## src/rtl/pit_pkg.sv

```systemverilog
package pit_pkg;

    // Milliseconds in one second; the rate is this divided by (reload + 1)
    localparam int unsigned MS_PER_SEC = 1000;
    localparam int unsigned MS_BITS    = $clog2(MS_PER_SEC);

    typedef enum logic [1:0] {
        CALC_HOLD,
        CALC_RATE,
        CALC_PERIOD
    } calc_state_e;

    typedef enum logic {
        IRQ_CLEAR,
        IRQ_RAISED
    } irq_state_e;

endpackage

```

## src/rtl/pit_divider.sv

```systemverilog
module pit_divider #(
    parameter int unsigned W = 16
) (
    input  logic         clk,
    input  logic         rst_n,
    input  logic         start,
    input  logic [W-1:0] dividend,
    input  logic [W-1:0] divisor,
    output logic         busy,
    output logic         done,
    output logic [W-1:0] quotient
);
    localparam int unsigned SW = $clog2(W + 1);

    logic [W-1:0]  quo_q;
    logic [W-1:0]  rem_q;
    logic [W-1:0]  den_q;
    logic [SW-1:0] steps_q;
    logic [W:0]    shifted;
    logic [W:0]    diff;
    logic          fit;

    // One restoring step: shift in the next dividend bit, subtract if it fits
    always_comb begin
        shifted = {rem_q, quo_q[W-1]};
        diff    = shifted - {1'b0, den_q};
        fit     = (shifted >= {1'b0, den_q});
    end

    always_ff @(posedge clk) begin
        if (!rst_n) begin
            quo_q   <= '0;
            rem_q   <= '0;
            den_q   <= '0;
            steps_q <= '0;
            busy    <= 1'b0;
            done    <= 1'b0;
        end else if (start) begin
            quo_q   <= dividend;
            rem_q   <= '0;
            den_q   <= divisor;
            steps_q <= SW'(W);
            busy    <= 1'b1;
            done    <= 1'b0;
        end else if (busy) begin
            quo_q   <= {quo_q[W-2:0], fit};
            rem_q   <= fit ? diff[W-1:0] : shifted[W-1:0];
            steps_q <= steps_q - SW'(1);
            if (steps_q == SW'(1)) begin
                busy <= 1'b0;
                done <= 1'b1;
            end
        end else begin
            done <= 1'b0;
        end
    end

    assign quotient = quo_q;


    div_done_follows_busy_chk: assert property (@(posedge clk) disable iff (!rst_n)
        done |-> $past(busy));


    div_done_not_busy_chk: assert property (@(posedge clk) disable iff (!rst_n)
        done |-> !busy);

endmodule

```

## src/rtl/pit_period_calc.sv

```systemverilog
module pit_period_calc
    import pit_pkg::*;
#(
    parameter int unsigned RELOAD_W      = 32,
    parameter int unsigned TICKS_PER_SEC = 1_000_000,
    parameter int unsigned DIV_W         = 20
) (
    input  logic                clk,
    input  logic                rst_n,
    input  logic                load,
    input  logic [RELOAD_W-1:0] reload,
    output logic                period_ok,
    output logic [DIV_W-1:0]    period
);
    localparam int unsigned      RP_RAW       = TICKS_PER_SEC / MS_PER_SEC;
    localparam logic [DIV_W-1:0] TPS_V        = DIV_W'(TICKS_PER_SEC);
    localparam logic [DIV_W-1:0] MS_V         = DIV_W'(MS_PER_SEC);
    localparam logic [DIV_W-1:0] RESET_PERIOD = (RP_RAW == 0) ? DIV_W'(1) : DIV_W'(RP_RAW);

    calc_state_e      st_q;
    calc_state_e      st_d;
    logic             saturate;
    logic             div_start;
    logic [DIV_W-1:0] div_num;
    logic [DIV_W-1:0] div_den;
    logic             div_busy;
    logic             div_done;
    logic [DIV_W-1:0] div_quo;

    assign saturate = (reload >= RELOAD_W'(MS_PER_SEC));

    pit_divider #(.W(DIV_W)) u_div (
        .clk      (clk),
        .rst_n    (rst_n),
        .start    (div_start),
        .dividend (div_num),
        .divisor  (div_den),
        .busy     (div_busy),
        .done     (div_done),
        .quotient (div_quo)
    );

    // State register
    always_ff @(posedge clk) begin
        if (!rst_n) st_q <= CALC_HOLD;
        else        st_q <= st_d;
    end

    // Next state: load_start, rate_done, period_done
    always_comb begin
        st_d = st_q;
        if (load) begin
            st_d = saturate ? CALC_PERIOD : CALC_RATE;
        end else begin
            unique case (st_q)
                CALC_HOLD:   st_d = CALC_HOLD;
                CALC_RATE:   if (div_done) st_d = CALC_PERIOD;
                CALC_PERIOD: if (div_done) st_d = CALC_HOLD;
                default:     st_d = CALC_HOLD;
            endcase
        end
    end

    // Divider control outputs
    always_comb begin
        div_start = 1'b0;
        div_num   = TPS_V;
        div_den   = DIV_W'(1);
        if (load) begin
            div_start = 1'b1;
            if (!saturate) begin
                div_num = MS_V;
                div_den = DIV_W'(reload[MS_BITS-1:0]) + DIV_W'(1);
            end
        end else begin
            unique case (st_q)
                CALC_HOLD:   div_start = 1'b0;
                CALC_RATE: begin
                    div_start = div_done;
                    div_den   = div_quo;
                end
                CALC_PERIOD: div_start = 1'b0;
                default:     div_start = 1'b0;
            endcase
        end
    end

    // Period register, clamped to at least one enabled cycle
    always_ff @(posedge clk) begin
        if (!rst_n) begin
            period    <= RESET_PERIOD;
            period_ok <= 1'b1;
        end else if (load) begin
            period_ok <= 1'b0;
        end else if (st_q == CALC_PERIOD && div_done) begin
            period    <= (div_quo == '0) ? DIV_W'(1) : div_quo;
            period_ok <= 1'b1;
        end
    end


    period_nonzero_chk: assert property (@(posedge clk) disable iff (!rst_n)
        period_ok |-> (period != '0));


    hold_has_period_chk: assert property (@(posedge clk) disable iff (!rst_n)
        (st_q == CALC_HOLD) |-> period_ok);


    load_voids_period_chk: assert property (@(posedge clk) disable iff (!rst_n)
        load |=> !period_ok);

endmodule

```

## src/rtl/pit_tick_counter.sv

```systemverilog
module pit_tick_counter
    import pit_pkg::*;
#(
    parameter int unsigned DIV_W = 20
) (
    input  logic             clk,
    input  logic             rst_n,
    input  logic             tick_en,
    input  logic             load,
    input  logic             ack,
    input  logic             period_ok,
    input  logic [DIV_W-1:0] period,
    output logic             irq
);
    logic [DIV_W-1:0] cnt_q;
    logic             expire;
    irq_state_e       irq_q;
    irq_state_e       irq_d;

    assign expire = tick_en && period_ok && (cnt_q >= period - DIV_W'(1));

    always_ff @(posedge clk) begin
        if (!rst_n)                      cnt_q <= '0;
        else if (load || expire)         cnt_q <= '0;
        else if (tick_en && cnt_q != '1) cnt_q <= cnt_q + DIV_W'(1);
    end

    // State register
    always_ff @(posedge clk) begin
        if (!rst_n) irq_q <= IRQ_CLEAR;
        else        irq_q <= irq_d;
    end

    // Priority: write, then expiry, then acknowledge
    always_comb begin
        irq_d = irq_q;
        unique case (irq_q)
            IRQ_CLEAR:  if (!load && expire) irq_d = IRQ_RAISED;
            IRQ_RAISED: if (load || (ack && !expire)) irq_d = IRQ_CLEAR;
            default:    irq_d = IRQ_CLEAR;
        endcase
    end

    // Output
    always_comb begin
        irq = (irq_q == IRQ_RAISED);
    end


    irq_low_after_write_chk: assert property (@(posedge clk) disable iff (!rst_n)
        load |=> !irq);


    expiry_raises_irq_chk: assert property (@(posedge clk) disable iff (!rst_n)
        (expire && !load) |=> irq);


    ack_clears_irq_chk: assert property (@(posedge clk) disable iff (!rst_n)
        (ack && !expire && !load) |=> !irq);


    irq_rise_source_chk: assert property (@(posedge clk) disable iff (!rst_n)
        $rose(irq) |-> $past(expire));


    count_frozen_chk: assert property (@(posedge clk) disable iff (!rst_n)
        (!tick_en && !load) |=> $stable(cnt_q));

endmodule

```

## src/rtl/pit_interval_timer.sv

```systemverilog
module pit_interval_timer
    import pit_pkg::*;
#(
    parameter int unsigned TICKS_PER_SEC = 1_000_000,
    parameter int unsigned RELOAD_W      = 32,
    parameter int unsigned DATA_W        = 32
) (
    input  logic                clk,
    input  logic                rst_n,
    input  logic                tick_en,
    input  logic                reload_we,
    input  logic [RELOAD_W-1:0] reload_wdata,
    input  logic                ack_re,
    output logic [DATA_W-1:0]   ack_rdata,
    output logic                irq
);
    localparam int unsigned TPS_BITS = $clog2(TICKS_PER_SEC + 1);
    localparam int unsigned DIV_W    = (TPS_BITS > MS_BITS + 1) ? TPS_BITS : MS_BITS + 1;

    logic             period_ok;
    logic [DIV_W-1:0] period;

    pit_period_calc #(
        .RELOAD_W      (RELOAD_W),
        .TICKS_PER_SEC (TICKS_PER_SEC),
        .DIV_W         (DIV_W)
    ) u_calc (
        .clk       (clk),
        .rst_n     (rst_n),
        .load      (reload_we),
        .reload    (reload_wdata),
        .period_ok (period_ok),
        .period    (period)
    );

    pit_tick_counter #(.DIV_W(DIV_W)) u_cnt (
        .clk       (clk),
        .rst_n     (rst_n),
        .tick_en   (tick_en),
        .load      (reload_we),
        .ack       (ack_re),
        .period_ok (period_ok),
        .period    (period),
        .irq       (irq)
    );

    assign ack_rdata = '0;


    ack_read_zero_chk: assert property (@(posedge clk) disable iff (!rst_n)
        ack_re |-> (ack_rdata == '0));

endmodule

```

## config.mk

```make
export PLATFORM = sky130hd
export DESIGN_NAME = pit_interval_timer
export DESIGN_NICKNAME = d
export VERILOG_FILES = /design/src/rtl/pit_pkg.sv /design/src/rtl/pit_divider.sv /design/src/rtl/pit_period_calc.sv /design/src/rtl/pit_tick_counter.sv /design/src/rtl/pit_interval_timer.sv
export SDC_FILE = /design/constraint.sdc
export NUM_CORES = 1
export LEC_CHECK = 0
export BUFFER_PORTS_ARGS = -buffer_cell sky130_fd_sc_hd__clkbuf_2
export CORE_UTILIZATION = 40
export CTS_BUF_LIST = sky130_fd_sc_hd__clkbuf_8
export DETAILED_ROUTE_END_ITERATION = 16
export PLACE_DENSITY = 0.67
export SYNTH_ARGS = -nofsm -noshare
export SYNTH_HDL_FRONTEND = slang
export SYNTH_HIERARCHICAL = 1
export SYNTH_SLANG_ARGS = --single-unit
```

## constraint.sdc

```tcl
create_clock -name clk -period 3.69 [get_ports clk]
set_input_delay 0.1845 -clock clk [delete_from_list [all_inputs] [get_ports clk]]
set_output_delay 0.1845 -clock clk [all_outputs]
set_load 0.005 [all_outputs]
```

## Word level (Yosys, flattened, before mapping)

Index checks and enable logic that the tools add are counted.

| word-level totals | value |
|---|---|
| output and inout port bits | 33 |
| input bits | 37 |
| flip-flop bits (word level) | 111 |
| word-level logic and storage cells | 74 |

| operators by class | value |
|---|---|
| reduce and logical (&&, ||, !) cells | 18 |
| add/subtract/negate cells | 5 |
| bitwise logic cells | 4 |
| equality and inequality tests | 6 |
| multiplexer cells | 26 |
| magnitude comparators | 3 |

Operators with widths:

| operator | number |
|---|---|
| $mux W20 | 9 |
| $ge A32 B10 Y1 const B | 1 |
| $ge A21 B20 Y1 | 1 |
| $add A20 B1 Y20 const B | 1 |
| $ge A20 B20 Y1 | 1 |
| $logic_not A20 Y1 | 1 |
| $ne A20 B20 Y1 const B | 1 |
| $sub A20 B1 Y20 const B | 1 |
| $sub A20 B20 Y20 | 1 |
| $add A10 B1 Y11 const B | 1 |
| $mux W5 | 2 |
| $mux W1 | 9 |
| $mux W2 | 4 |
| $logic_and A1 B1 Y1 | 6 |
| $ne A3 B3 Y1 const B | 2 |
| $eq A5 B1 Y1 const B | 1 |
| $sub A5 B1 Y5 const B | 1 |
| $not A1 Y1 | 4 |
| $pmux W2 S2 | 1 |
| $reduce_and A2 Y1 | 2 |
| $reduce_bool A2 Y1 | 2 |
| $reduce_or A2 Y1 | 2 |
| $reduce_or A3 Y1 | 1 |
| $eq A2 B1 Y1 const B | 1 |
| 4 further kinds | 6 |

## Longest topological paths before layout

| depth | value |
|---|---|
| word-level depth | 8 |
| mapped depth | 14 |
| gate-level depth less buffers | 13 |

## Modules after synthesis

Netlist, hierarchy kept.

By module, submodules not included:

| module | area an instance (µm²) | times used | cells an instance | sequential area each (µm²) |
|---|---|---|---|---|
| pit_divider | 4090.2 | 1 | 495 | 1341.3 |
| pit_tick_counter | 1757.9 | 1 | 216 | 420.4 |
| pit_period_calc | 1335.0 | 1 | 179 | 460.4 |
| pit_interval_timer | 244.0 | 1 | 33 | 0.0 |

## Worst setup path after synthesis

Ideal clock, no wire load.

| path | value |
|---|---|
| path type | register to register |
| from | register u_calc.period[5] |
| to | register u_cnt.cnt_q[2] |
| buffers on the path | 1 |
| data arrival time | 2.997 ns |
| clock period less this slack | 3.129 ns |
| setup slack | 0.561 ns |
| library setup time | 0.132 ns |
| stages on the path, launching flop included | 14 |
| required time | 3.558 ns |
| path through | dfxtp_1 > nor4_4 > nand3_2 > or4_4 > nor4_4 > xnor2_1 > ha_1 > nand4_1 > nor4_1 > a221o_1 > a31oi_1 > a31oi_1 > buf_2 > a311oi_1 |

| on the way | value |
|---|---|
| longest elaborated chain between the ends | 5 |

RTL lines:

| element | line | RTL |
|---|---|---|
| start: declaration | pit_period_calc.sv:13 | `output logic [DIV_W-1:0] period` |
| start signal: assignment | pit_period_calc.sv:96 | `period <= (div_quo == '0) ? DIV_W'(1) : div_quo;` |
| $sub A20 B1 Y20 | pit_tick_counter.sv:20 | `assign expire = tick_en && period_ok && (cnt_q >= period - DIV_W'(1));` |
| $ge A20 B20 Y1 | pit_tick_counter.sv:20 |  |
| $logic_and A1 B1 Y1 | pit_tick_counter.sv:20 |  |
| $logic_or A1 B1 Y1 | pit_tick_counter.sv:24 | `else if (load \|\| expire) cnt_q <= '0;` |
| $reduce_or A2 Y1 (no line) | n/a |  |
| end signal: assignment | pit_tick_counter.sv:25 | `else if (tick_en && cnt_q != '1) cnt_q <= cnt_q + DIV_W'(1);` |
| end: declaration | pit_tick_counter.sv:15 | `logic [DIV_W-1:0] cnt_q;` |

Every way passes these cells.
A chain may end at the register's enable or synchronous reset.

## Worst setup path after layout

| path | value |
|---|---|
| from | register u_calc.period[2] |
| to | register u_cnt.cnt_q[2] |

Same word-level chain as after synthesis.

==> results.sh <==
export IMPL_status="finished with violations"
export IMPL_violations="design-rule violations"
export IMPL_finClkSkew_ps=19.00
export IMPL_internal_power_uw=1811
export IMPL_area_growth_pct=6.941
export IMPL_grt_pass1_wl_mm=26.44
export IMPL_vias=5973
export IMPL_cts_reportedPaths_clkPinSlew_ps=110
export IMPL_clock_fmax_mhz=289.3
export IMPL_comb_power_share=0.224
export IMPL_yosysTopAreaCell="dfxtp_1"
export IMPL_viasPerCell=5.058
export IMPL_setup_viol=0
export IMPL_setup_tns_ps=0
export IMPL_routed_wl_mm=15.62
export IMPL_post_drt_wl_per_cell_um=13.23
export IMPL_drtIter0Drc=302
export IMPL_avgSynthCellArea_um2=8.047
export IMPL_cts_root_buf="clkbuf_8"
export IMPL_whs_ps=157.8
export IMPL_hold_violations=0
export IMPL_tightest_slew_ps=1047
export IMPL_die_w_um=138.3
export IMPL_p_leak_uw=0.003151
export IMPL_die_y_um=138.3
export IMPL_ys_seq_elements=111
export IMPL_grt_usage=0.1668
export IMPL_n_antenna_cell=0
export IMPL_p_sw_frac=0.3164
export IMPL_endpoint_kind="register"
export IMPL_grt_overflow=0
export IMPL_yosysWarnings=6
export IMPL_num_rows=49
export IMPL_layout_nets=1031
export IMPL_clockBufferDepth=2
export IMPL_power_density_nw_per_um2=333.6
export IMPL_drc=5
export IMPL_dpl_hpwl_mm=11.31
export IMPL_startpoint_type="register"
export IMPL_ys_seq_area_frac=0.2992
export IMPL_drtPass1Iterations=11
export IMPL_power_switching_uw=838.2
export IMPL_slew_headroom=0.2991
export IMPL_syn_area_um2=7427
export IMPL_arrival_ps=3760
export IMPL_synth_edf_count=0
export IMPL_place_gp_congestion=0.8405
export IMPL_synth_area_leaders="dfxtp_1, ha_1, nand2_1"
export IMPL_yosysUniqueCellTypes=73
export IMPL_ant_nets=0
export IMPL_htreeDepth=3
export IMPL_power_frac_seq=0.481
export IMPL_grt_max_degree=70
export IMPL_slew_viol_final=0
export IMPL_antenna_found_initial=0
export IMPL_cts_sinks=111
export IMPL_min_period_ps=3456
export IMPL_final_cell_area_um2=7943
export IMPL_cp_max_fo=10
export IMPL_power_share_clock=0.295
export IMPL_async_flop_share=0
export IMPL_hold_buffers=0
export IMPL_min_period_over_period=0.9366
export IMPL_syn_inst=923
export IMPL_drive_above_1_share=0.1008
export IMPL_clk_latency_ps=400
export IMPL_cts_tree="built"
export IMPL_maxCapViolCount=0
export IMPL_worstSetupPathType="reg -> reg"
export IMPL_core_region_area_um2=18090
export IMPL_cts_made_buffers=9
export IMPL_peakVddDrop_mv=0.2824
export IMPL_die_area_um2=19120
export IMPL_io_buffers=37
export IMPL_hp_class="in -> reg"
export IMPL_ys_flop_type="dfxtp_1"
export IMPL_mostFrequentLayoutCell="nand2_1"
export IMPL_cp_data_required_time_ps=4000
export IMPL_yosysTopAreaCellShare=0.2992
export IMPL_initial_utilization=0.4107
export IMPL_place_area_um2=7666
export IMPL_mostFrequentLayoutCells="nand2_1, dfxtp_1, nor2_1"
export IMPL_io_pins=70
export IMPL_grt_pass1_vias=5460
==> power by group through the flow <==
stage                     Combinational [µW]  Sequential (µW)  Clock, µW
after global routing                     667             1280        858
after CTS                                587             1270        811
after floorplan                          542             1280          0
final                                    592             1280        782
after global placement                   582             1300          0
after detailed placement                 584             1300          0
==> through the flow <==
| step | setup slack (ps) | util | total power, µW | std cells |
|---|---|---|---|---|
| after floorplan | 561.3 | - | 1822 | 963 |
| after global placement | 357.8 | 0.4239 | 1884 | 1163 |
| after detailed placement | 232.6 | 0.4239 | 1886 | 1163 |
| after CTS | 207.5 | 0.4356 | 2673 | 1179 |
| after global routing | -5.028 | 0.4392 | 2807 | 1181 |
| final | 233.8 | 0.4392 | 2649 | 1181 |
==> synthesized netlist by cell type, types with 25 or more instances <==
| cell | n |
|---|---|
| nand3_1 | 31 |
| nor2b_1 | 27 |
| o21ai_0 | 48 |
| buf_4 | 34 |
| nor2_1 | 58 |
| and2_1 | 33 |
| xnor2_1 | 37 |
| inv_1 | 40 |
| a21oi_1 | 30 |
| dfxtp_1 | 111 |
| mux2i_1 | 42 |
| clkbuf_1 | 25 |
| ha_1 | 46 |
| nand2_1 | 125 |
==> worst max-delay path, cell delays in order, from the launching register on <==
cell	delay, ps
dfxtp_1	390
nor4_4	370
nand3_2	170
or4_4	530
nor4_4	160
xnor2_1	170
ha_1	280
nand4_1	180
nor4_4	70
a221o_1	360
a31oi_4	200
a31oi_4	120
buf_6	180
a311oi_1	180
==> routing by layer <==
metal / vias up / global-route usage / share of wire
li1: 3179 / - / -
met1: 2719 / 0.2331 / 0.52
met2: 66 / 0.2607 / 0.45
met3: 9 / 0.03498 / 0.026
met4: 0 / 0.04258 / 0.0093
met5: - / 0 / 0
==> cells by family after synthesis <==
group | Yosys count | share of synthesized area
adders and majority gates | 47 | 0.08019
muxes | 43 | 0.05812
xor gates and xnor gates | 56 | 0.06604
and+or+nand+nor | 376 | 0.2636
buffers and inverters | 112 | 0.07867
AOI/OAI and AO/OA | 175 | 0.1526
DFF | 111 | 0.2992
other | 3 | 0.001516
==> area by class of cell <==
class,instances,area (µm²)
fillers,1758,10140
multi-input cells,740,4821
flip-flops and latches,111,2223
well taps,229,286.5
repair buffers,45,249.0
inverters,40,150.1
clock buffers,10,137.6
clock inverters,6,75.07
==> worst paths after layout <==
kind / cells past startpoint / from / endpoint / slack, ps
max: 13 / u_calc/period[2] / u_cnt/cnt_q[2] / 230
min: 3 / ack_re / u_cnt/irq / 160
max reg2reg: 13 / u_calc/period[2] / u_cnt/cnt_q[2] / 230
min reg2reg: 2 / u_calc/period[12] / u_calc/period[12] / 500
==> flip-flops by register name (all words and copies together) (netlist names) <==
| signal | cells |
|---|---|
| u_calc/u_div/done | 1 |
| u_calc/u_div/quotient | 20 |
| u_calc/u_div/busy | 1 |
| u_cnt/irq | 1 |
| u_calc/u_div/den_q | 20 |
| u_calc/u_div/rem_q | 20 |
| u_calc/u_div/steps_q | 5 |
| u_calc/period_ok | 1 |
| u_calc/period | 20 |
| u_cnt/cnt_q | 20 |
| u_calc/st_q | 2 |
==> what timing repair did <==
item / 4_1_cts / 5_1_grt
buffers inserted: 0 / 1
gates resized for setup: 0 / 9
endpoints found under the setup margin: 0 / 20
Power figures use the tool's default switching activity.
